**config.mk**
```make
export PLATFORM = sky130hd
export DESIGN_NAME = seg_latch_top
export DESIGN_NICKNAME = d
export VERILOG_FILES = /design/src/rtl/seg_latch_pkg.sv /design/src/rtl/seg_addr_ctrl.sv /design/src/rtl/seg_line_latch.sv /design/src/rtl/seg_level_map.sv /design/src/rtl/seg_latch_top.sv
export SDC_FILE = /design/constraint.sdc
export NUM_CORES = 1
export LEC_CHECK = 0
export BUFFER_PORTS_ARGS = -buffer_cell sky130_fd_sc_hd__clkbuf_2
export CORE_MARGIN = 2
export CORE_UTILIZATION = 50
export DETAILED_ROUTE_END_ITERATION = 10
export HOLD_SLACK_MARGIN = 0.02
export PLACE_DENSITY = 0.7
export REMOVE_ABC_BUFFERS = 1
export SETUP_SLACK_MARGIN = 0.1
export SLEW_MARGIN = 20
export SYNTH_ARGS = -nofsm -noshare
export SYNTH_HDL_FRONTEND = slang
export SYNTH_SLANG_ARGS = --single-unit
```
**constraint.sdc**
```tcl
create_clock -name clk -period 2.68 [get_ports clk]
set_clock_uncertainty 0.05 [all_clocks]
set_input_delay 0.268 -clock clk [delete_from_list [all_inputs] [get_ports clk]]
set_output_delay 0.268 -clock clk [all_outputs]
set_load 0.01 [all_outputs]
```
**src/rtl/seg_latch_pkg.sv**
```systemverilog
package seg_latch_pkg;

    typedef enum logic [1:0] {
        LVL_LOW_FULL  = 2'b00,
        LVL_LOW_MID   = 2'b01,
        LVL_HIGH_MID  = 2'b10,
        LVL_HIGH_FULL = 2'b11
    } drive_lvl_e;

    typedef struct packed {
        logic capture;
        logic restart;
        logic handoff;
    } addr_evt_t;

    // Drive-level selection for one output.
    function automatic drive_lvl_e pick_level(input logic pix_on,
                                              input logic alt,
                                              input logic off);
        drive_lvl_e r;
        if (off)
            r = LVL_LOW_FULL;
        else if (!alt)
            r = pix_on ? LVL_HIGH_FULL : LVL_HIGH_MID;
        else
            r = pix_on ? LVL_LOW_FULL : LVL_LOW_MID;
        return r;
    endfunction

endpackage

```
**src/rtl/seg_addr_ctrl.sv**
```systemverilog
module seg_addr_ctrl
    import seg_latch_pkg::*;
#(
    parameter int NIB_COUNT = 20,
    parameter int ADDR_W    = 5
) (
    input  logic              clk,
    input  logic              rst,
    input  logic              shift_stb,
    input  logic              load_stb,
    input  logic              chain_in,
    output logic              wr_en,
    output logic [ADDR_W-1:0] wr_addr,
    output logic              chain_out
);

    localparam logic [ADDR_W-1:0] LAST_ADDR = ADDR_W'(NIB_COUNT - 1);

    logic [ADDR_W-1:0] addr_q;
    logic              full_q;
    logic              chain_q;
    addr_evt_t         evt;

    always_comb begin
        evt.restart = load_stb;
        evt.capture = !load_stb && shift_stb && chain_in && !full_q;
        evt.handoff = !load_stb && shift_stb && full_q;
    end

    always_ff @(posedge clk) begin
        if (rst) begin
            addr_q  <= '0;
            full_q  <= 1'b0;
            chain_q <= 1'b0;
        end else if (evt.restart) begin
            addr_q  <= '0;
            full_q  <= 1'b0;
            chain_q <= 1'b0;
        end else begin
            if (evt.capture) begin
                if (addr_q == LAST_ADDR)
                    full_q <= 1'b1;
                else
                    addr_q <= addr_q + 1'b1;
            end
            if (evt.handoff)
                chain_q <= 1'b1;
        end
    end

    assign wr_en     = evt.capture;
    assign wr_addr   = addr_q;
    assign chain_out = chain_q;

endmodule

```
**src/rtl/seg_line_latch.sv**
```systemverilog
module seg_line_latch #(
    parameter int SEG_COUNT = 80,
    parameter int BUS_W     = 4,
    parameter int ADDR_W    = 5
) (
    input  logic                 clk,
    input  logic                 rst,
    input  logic                 wr_en,
    input  logic [ADDR_W-1:0]    wr_addr,
    input  logic                 dir_rev,
    input  logic [BUS_W-1:0]     nib_in,
    input  logic                 load_stb,
    output logic [SEG_COUNT-1:0] hold_next
);

    logic [SEG_COUNT-1:0] fill_q;
    logic [SEG_COUNT-1:0] fill_next;
    logic [SEG_COUNT-1:0] hold_q;

    for (genvar p = 0; p < SEG_COUNT; p++) begin : g_bit
        localparam int FWD_GRP = p / BUS_W;
        localparam int FWD_BIT = p % BUS_W;
        localparam int MIR_POS = SEG_COUNT - 1 - p;
        localparam int REV_GRP = MIR_POS / BUS_W;
        localparam int REV_BIT = MIR_POS % BUS_W;

        logic hit_fwd;
        logic hit_rev;

        assign hit_fwd = wr_en && !dir_rev && (wr_addr == ADDR_W'(FWD_GRP));
        assign hit_rev = wr_en &&  dir_rev && (wr_addr == ADDR_W'(REV_GRP));

        always_comb begin
            if (hit_fwd)
                fill_next[p] = nib_in[FWD_BIT];
            else if (hit_rev)
                fill_next[p] = nib_in[REV_BIT];
            else
                fill_next[p] = fill_q[p];
        end
    end

    always_ff @(posedge clk) begin
        if (rst) begin
            fill_q <= '0;
            hold_q <= '0;
        end else begin
            fill_q <= fill_next;
            hold_q <= hold_next;
        end
    end

    assign hold_next = load_stb ? fill_q : hold_q;

endmodule

```
**src/rtl/seg_level_map.sv**
```systemverilog
module seg_level_map
    import seg_latch_pkg::*;
#(
    parameter int SEG_COUNT = 80
) (
    input  logic                   clk,
    input  logic                   rst,
    input  logic [SEG_COUNT-1:0]   hold_next,
    input  logic                   alt_in,
    input  logic                   disp_off,
    output logic [2*SEG_COUNT-1:0] lvl_out
);

    logic [2*SEG_COUNT-1:0] lvl_next;
    logic [2*SEG_COUNT-1:0] lvl_q;

    for (genvar p = 0; p < SEG_COUNT; p++) begin : g_out
        drive_lvl_e sel;
        assign sel = pick_level(hold_next[p], alt_in, disp_off);
        assign lvl_next[2*p +: 2] = sel;
    end

    always_ff @(posedge clk) begin
        if (rst)
            lvl_q <= '0;
        else
            lvl_q <= lvl_next;
    end

    assign lvl_out = lvl_q;

endmodule

```
**src/rtl/seg_latch_top.sv**
```systemverilog
module seg_latch_top
    import seg_latch_pkg::*;
#(
    parameter int SEG_COUNT = 80,
    parameter int BUS_W     = 4
) (
    input  logic                   clk,
    input  logic                   rst,
    input  logic                   shift_stb,
    input  logic [BUS_W-1:0]       nib_in,
    input  logic                   dir_rev,
    input  logic                   chain_in,
    input  logic                   load_stb,
    input  logic                   alt_in,
    input  logic                   disp_off,
    output logic                   chain_out,
    output logic [2*SEG_COUNT-1:0] lvl_out
);

    localparam int NIB_COUNT = SEG_COUNT / BUS_W;
    localparam int ADDR_W    = (NIB_COUNT > 1) ? $clog2(NIB_COUNT) : 1;

    logic                 wr_en;
    logic [ADDR_W-1:0]    wr_addr;
    logic [SEG_COUNT-1:0] hold_next;

    seg_addr_ctrl #(
        .NIB_COUNT(NIB_COUNT),
        .ADDR_W   (ADDR_W)
    ) u_ctrl (
        .clk      (clk),
        .rst      (rst),
        .shift_stb(shift_stb),
        .load_stb (load_stb),
        .chain_in (chain_in),
        .wr_en    (wr_en),
        .wr_addr  (wr_addr),
        .chain_out(chain_out)
    );

    seg_line_latch #(
        .SEG_COUNT(SEG_COUNT),
        .BUS_W    (BUS_W),
        .ADDR_W   (ADDR_W)
    ) u_latch (
        .clk      (clk),
        .rst      (rst),
        .wr_en    (wr_en),
        .wr_addr  (wr_addr),
        .dir_rev  (dir_rev),
        .nib_in   (nib_in),
        .load_stb (load_stb),
        .hold_next(hold_next)
    );

    seg_level_map #(
        .SEG_COUNT(SEG_COUNT)
    ) u_map (
        .clk      (clk),
        .rst      (rst),
        .hold_next(hold_next),
        .alt_in   (alt_in),
        .disp_off (disp_off),
        .lvl_out  (lvl_out)
    );

endmodule

```
[Word level (Yosys, flattened, before mapping)]
Cells that the tools add are included.
Cells by class
  $add $sub $neg: 1
  equality and inequality tests: 19
  multiplexer cells: 401
  bitwise gates (word level): 1
  reductions and logical operators: 74
Operator list (count)
  $mux 1: 320
  $mux 2: 80
  $mux 80: 1
  $logic_and 1x1->1: 46
  $eq 5x4->1 const B: 8
  $reduce_bool 2->1: 20
  $eq 5x3->1 const B: 4
  $eq 5x5->1 const B: 4
  $eq 5x2->1 const B: 2
  $add 5x1->5 const B: 1
  $eq 5x1->1 const B: 1
  $logic_not 5->1: 1
  $reduce_and 2->1: 2
  $reduce_or 2->1: 2
  $logic_not 1->1: 3
  $not 1->1: 1
Word-level totals
  register bits after elaboration: 327
  input bits: 12

[Depth between registers and ports, before layout]
  depth in word-level cells: 8
  gate-level depth with buffers: 11
  depth with buffers taken out: 7

[Modules after synthesis]
A second synthesis with hierarchy kept.
Unflattened totals
  cells, all modules: 1107
  area total of the unflattened synthesis: 11110.7 um^2
Modules (own cells, without submodules)
  seg_line_latch: times used 1, cells each 730, area each 7335.8 um^2, seq. area each 3203.1 um^2
  seg_level_map: times used 1, cells each 340, area each 3454.6 um^2, seq. area each 1621.6 um^2
  seg_addr_ctrl: times used 1, cells each 37, area each 320.3 um^2, seq. area each 140.1 um^2

[Least setup slack after synthesis]
No wires, ideal clock.
  kind: reg2reg
  start: register u_ctrl.addr_q[3], in the netlist u_ctrl.wr_addr[3]
  end: register u_latch.fill_q[63]
  setup time: 0.117 ns
  arrival time: 2.089 ns
  required time: 2.513 ns
  path slack: 0.424 ns
  cell stages (with the launch flop): 11
  cells stage by stage: dfxtp_1 buf_4 buf_4 buf_2 buf_2 and3_1 ha_1 clkbuf_1 mux2_2 a21oi_1 a22o_1
Between the ends
  longest elaborated chain between the ends: 3
  elaborated cells on any way between the ends: 6
  those cells by class: eq/ne: 2; mux: 1; reduce/logical: 3
Ends and longest elaborated chain
  from (decl): line seg_addr_ctrl.sv:19  | logic [ADDR_W-1:0] addr_q;
  from (signal assigned): line seg_addr_ctrl.sv:44  | addr_q <= addr_q + 1'b1;
  $eq 5x4->1 or $eq 5x3->1 (tied branches): line seg_line_latch.sv:30, seg_line_latch.sv:31
  $logic_and 1x1->1, on equally long branches: line seg_line_latch.sv:30, seg_line_latch.sv:31
  $mux 1 or $reduce_bool 2->1 (tied branches)
  to (signal assigned): line seg_line_latch.sv:48  | fill_q <= fill_next;
  to (decl): line seg_line_latch.sv:16  | logic [SEG_COUNT-1:0] fill_q;
Several ways; a longest one is shown, not always the timed one.
A chain may end at the register's enable or synchronous reset.

[Worst setup path after layout]
  start: register u_ctrl.addr_q[4], in the netlist u_ctrl.wr_addr[4]
  end: register u_latch.fill_q[25]
Between the ends
  longest elaborated chain between the ends: 3
  elaborated cells on any way between the ends: 6
  those cells by class: eq/ne: 2; mux: 1; reduce/logical: 3
Ends and longest elaborated chain (line)
  $eq 5x3->1 or $eq 5x4->1 (tied branches): seg_line_latch.sv:30, seg_line_latch.sv:31
  $logic_and 1x1->1, on equally long branches: seg_line_latch.sv:30, seg_line_latch.sv:31
  $mux 1 or $reduce_bool 2->1 (tied branches)
Several ways; a longest one is shown, not always the timed one.

==> reports/metrics.yaml <==
outcome:
  outcome: "finished, final reports clean"
timing:
  setup-violations-final: 0
  timing.final.ws_setup_ps: 492
  relSlewSlack_pct: 46.0
  min_period_ps: 2190
  fin_setup_tns_ps: 0
  hold_viol_final: 0
  rsz0062_at_grt: "no"
  drv_slew: 0
  timing.final.crit_share_pct: 81.6
  whs_ps: 159
  worst_slew_pin_slew_ps: 807
  max_clock_freq_mhz: 457
routing:
  vias_per_cell: 5.18
  wl_per_cell_um: 15.0
  vias: 7359
  first_iter_violations: 510
  drtPass1Iterations: 5
  drc: 0
  wl_mm: 21.3
  ant_nets: 0
synthesis:
  synth.distinct_cells: 60
  synth-edff-count: 0
  avgSynthCellArea_um2: 9.75
  netlist_area_um2: 10500
  syn_inst: 1079
  synth-simple-area-share_pct: 13.0
  synth_top_family_by_area: "compound AO/OA/AOI/OAI gates"
  synthXorXnorAreaFrac_pct: 6.91
  yosysSeqAreaShare_pct: 47.2
  ys.flop_type: "dfxtp_1"
  yosys_warnings: 0
  ys_ff_latch: 248
  synth_adder_area_share_pct: 0.595
  synth.area.mux_share_pct: 8.35
  synth_compound_area_share_pct: 13.9
  synthArstFlopShare_pct: 0
worst_setup_path:
  worst_ep_required_time_ps: 3080
  path_max_fanout: 16
  critPathBufInv: 1
  start_kind: "flip-flop"
  path_class: "reg2reg"
  max_stage_delay_ps: 670
  critPathCaptureType: "flip-flop"
  cp_slowest_cell: "dfxtp_1"
  worstPathArrival_ps: 2580
  startpoint: "u_ctrl.wr_addr[4]"
  rr_startpoint: "u_ctrl.wr_addr[4]"
  cp_cell_sequence: "buf_4 -> and3b_1 -> mux2_2 -> a31oi_1 -> o2bb2ai_1"
  critical_path.top_delay_family: "flip-flops"
place:
  globalplace.congestion: 0.830
  place_inst: 1379
  placed_area_um2: 11000
  place_hpwl_mm: 13.8
  portBuffers: 172
  pre_cts_slack_ps: 531
worst_hold_path:
  hold_path_class: "in2reg"
  min_from: "rst"
clocking:
  post_cts_resized: 0
  ctsHoldBuffers: 1
  cts-buffers-inserted: 25
  cts_tree: "built"
  htreeDepth: 1
  clk_latency_ps: 520
  postCtsSetupBuffers: 0
  cts.sinks: 248
  clockBufferDepth: 3
  clk_pin_slew_ps: 60
  root_buffer: "clkbuf_16"
floorplan:
  die_x_um: 149
  fp.dieH_um: 149
  start_util_pct: 50.5
  die_area_um2: 22200
  core_area_um2: 20800
  ioPinCount: 173
  rows: 53
cells_and_area:
  mostFrequentLayoutCells: "dfxtp_1 (247), nor2_1 (181), clkbuf_2 (169), mux2i_1 (81), xor2_1 (81)"
  num_antenna_cells: 0
  nets: 1149
  mostFrequentLayoutCell: "dfxtp_1"
  final_util_pct: 56.4
  nFillCells: 1917
  fin_cells: 1421
  design_area_um2: 11700
  syn2layout_area_growth_pct: 11.7
  drive_above_1_share_pct: 22.5
power:
  fin_total_pwr_mw: 7.59
  p_leak_nw: 4.93
  cellPowerDensity_nw_per_um2: 646
  peakVddDrop_v: 0.000552
grt:
  antenna_found_initial: 0
  grt_max_degree: 82
  grt_pass1_vias: 6848
  grt_usage_pct: 18.3
  grt_pass1_wl_mm: 34.0
  overflow: 0
flow_run:
  maxCapViolCount: 0
final timing paths:
path	slack, ps	end	cells after the start
setup / recovery	490	u_latch.fill_q[25]	5
hold / removal	160	u_latch.hold_q[55]	2
setup reg to reg	490	u_latch.fill_q[25]	5
hold reg to reg	400	u_latch.fill_q[38]	1
where the power goes:
| part | total (mW) | switching, mW | internal [mW] |
|---|---|---|---|
| registers | 3.76 | 0.0163 | 3.74 |
| clock network | 3.31 | 1.35 | 1.96 |
| logic | 0.525 | 0.340 | 0.184 |
| total | 7.59 | 1.70 | 5.89 |
flip-flops by register name, indices dropped and copies added, names as in the netlist:
signal	count
u_latch.fill_q	80
u_ctrl.full_q	1
u_map.lvl_out	81
u_latch.hold_q	80
u_ctrl.chain_out	1
u_ctrl.wr_addr	5
cell families after synthesis:
logic type	after synthesis
simple gates	282
flops	248
compound gates	190
buf+inv	184
mux	87
xor+xnor	83
fa+ha+maj	5
per-layer routing:
metal | up-vias | global-route usage (%) | part of all wire, %
li1 | 3744 | - | -
met1 | 3424 | 25.2 | 47
met2 | 157 | 30.0 | 47
met3 | 34 | 2.84 | 4.8
met4 | 0 | 5.14 | 1.6
met5 | - | 0 | 0
cells in the mapped netlist (all sizes together) (19+ instances only):
master | count | area share (%)
a22oi | 34 | 2.4
a21oi | 19 | 0.90
nor2 | 181 | 6.5
o2bb2ai | 52 | 4.3
xor2 | 81 | 6.7
clkbuf | 42 | 1.5
buf | 133 | 8.2
a31oi | 20 | 1.2
mux2i | 81 | 7.7
nand3 | 22 | 1.0
dfxtp | 248 | 47
nand2 | 20 | 0.71
area by class of cell:
class                      instances  area (um^2)  share of cell area (%)
multi-input combinational        647         4500                    38.3
clock inverter                     3         43.8                   0.373
inverter                           9         33.8                   0.288
timing repair buffer             201         1130                    9.59
sequential                       248         4970                    42.3
clock buffer                      38          734                    6.25
tap                              275          344                    2.93
No activity file was read; power rests on OpenSTA's default activity.
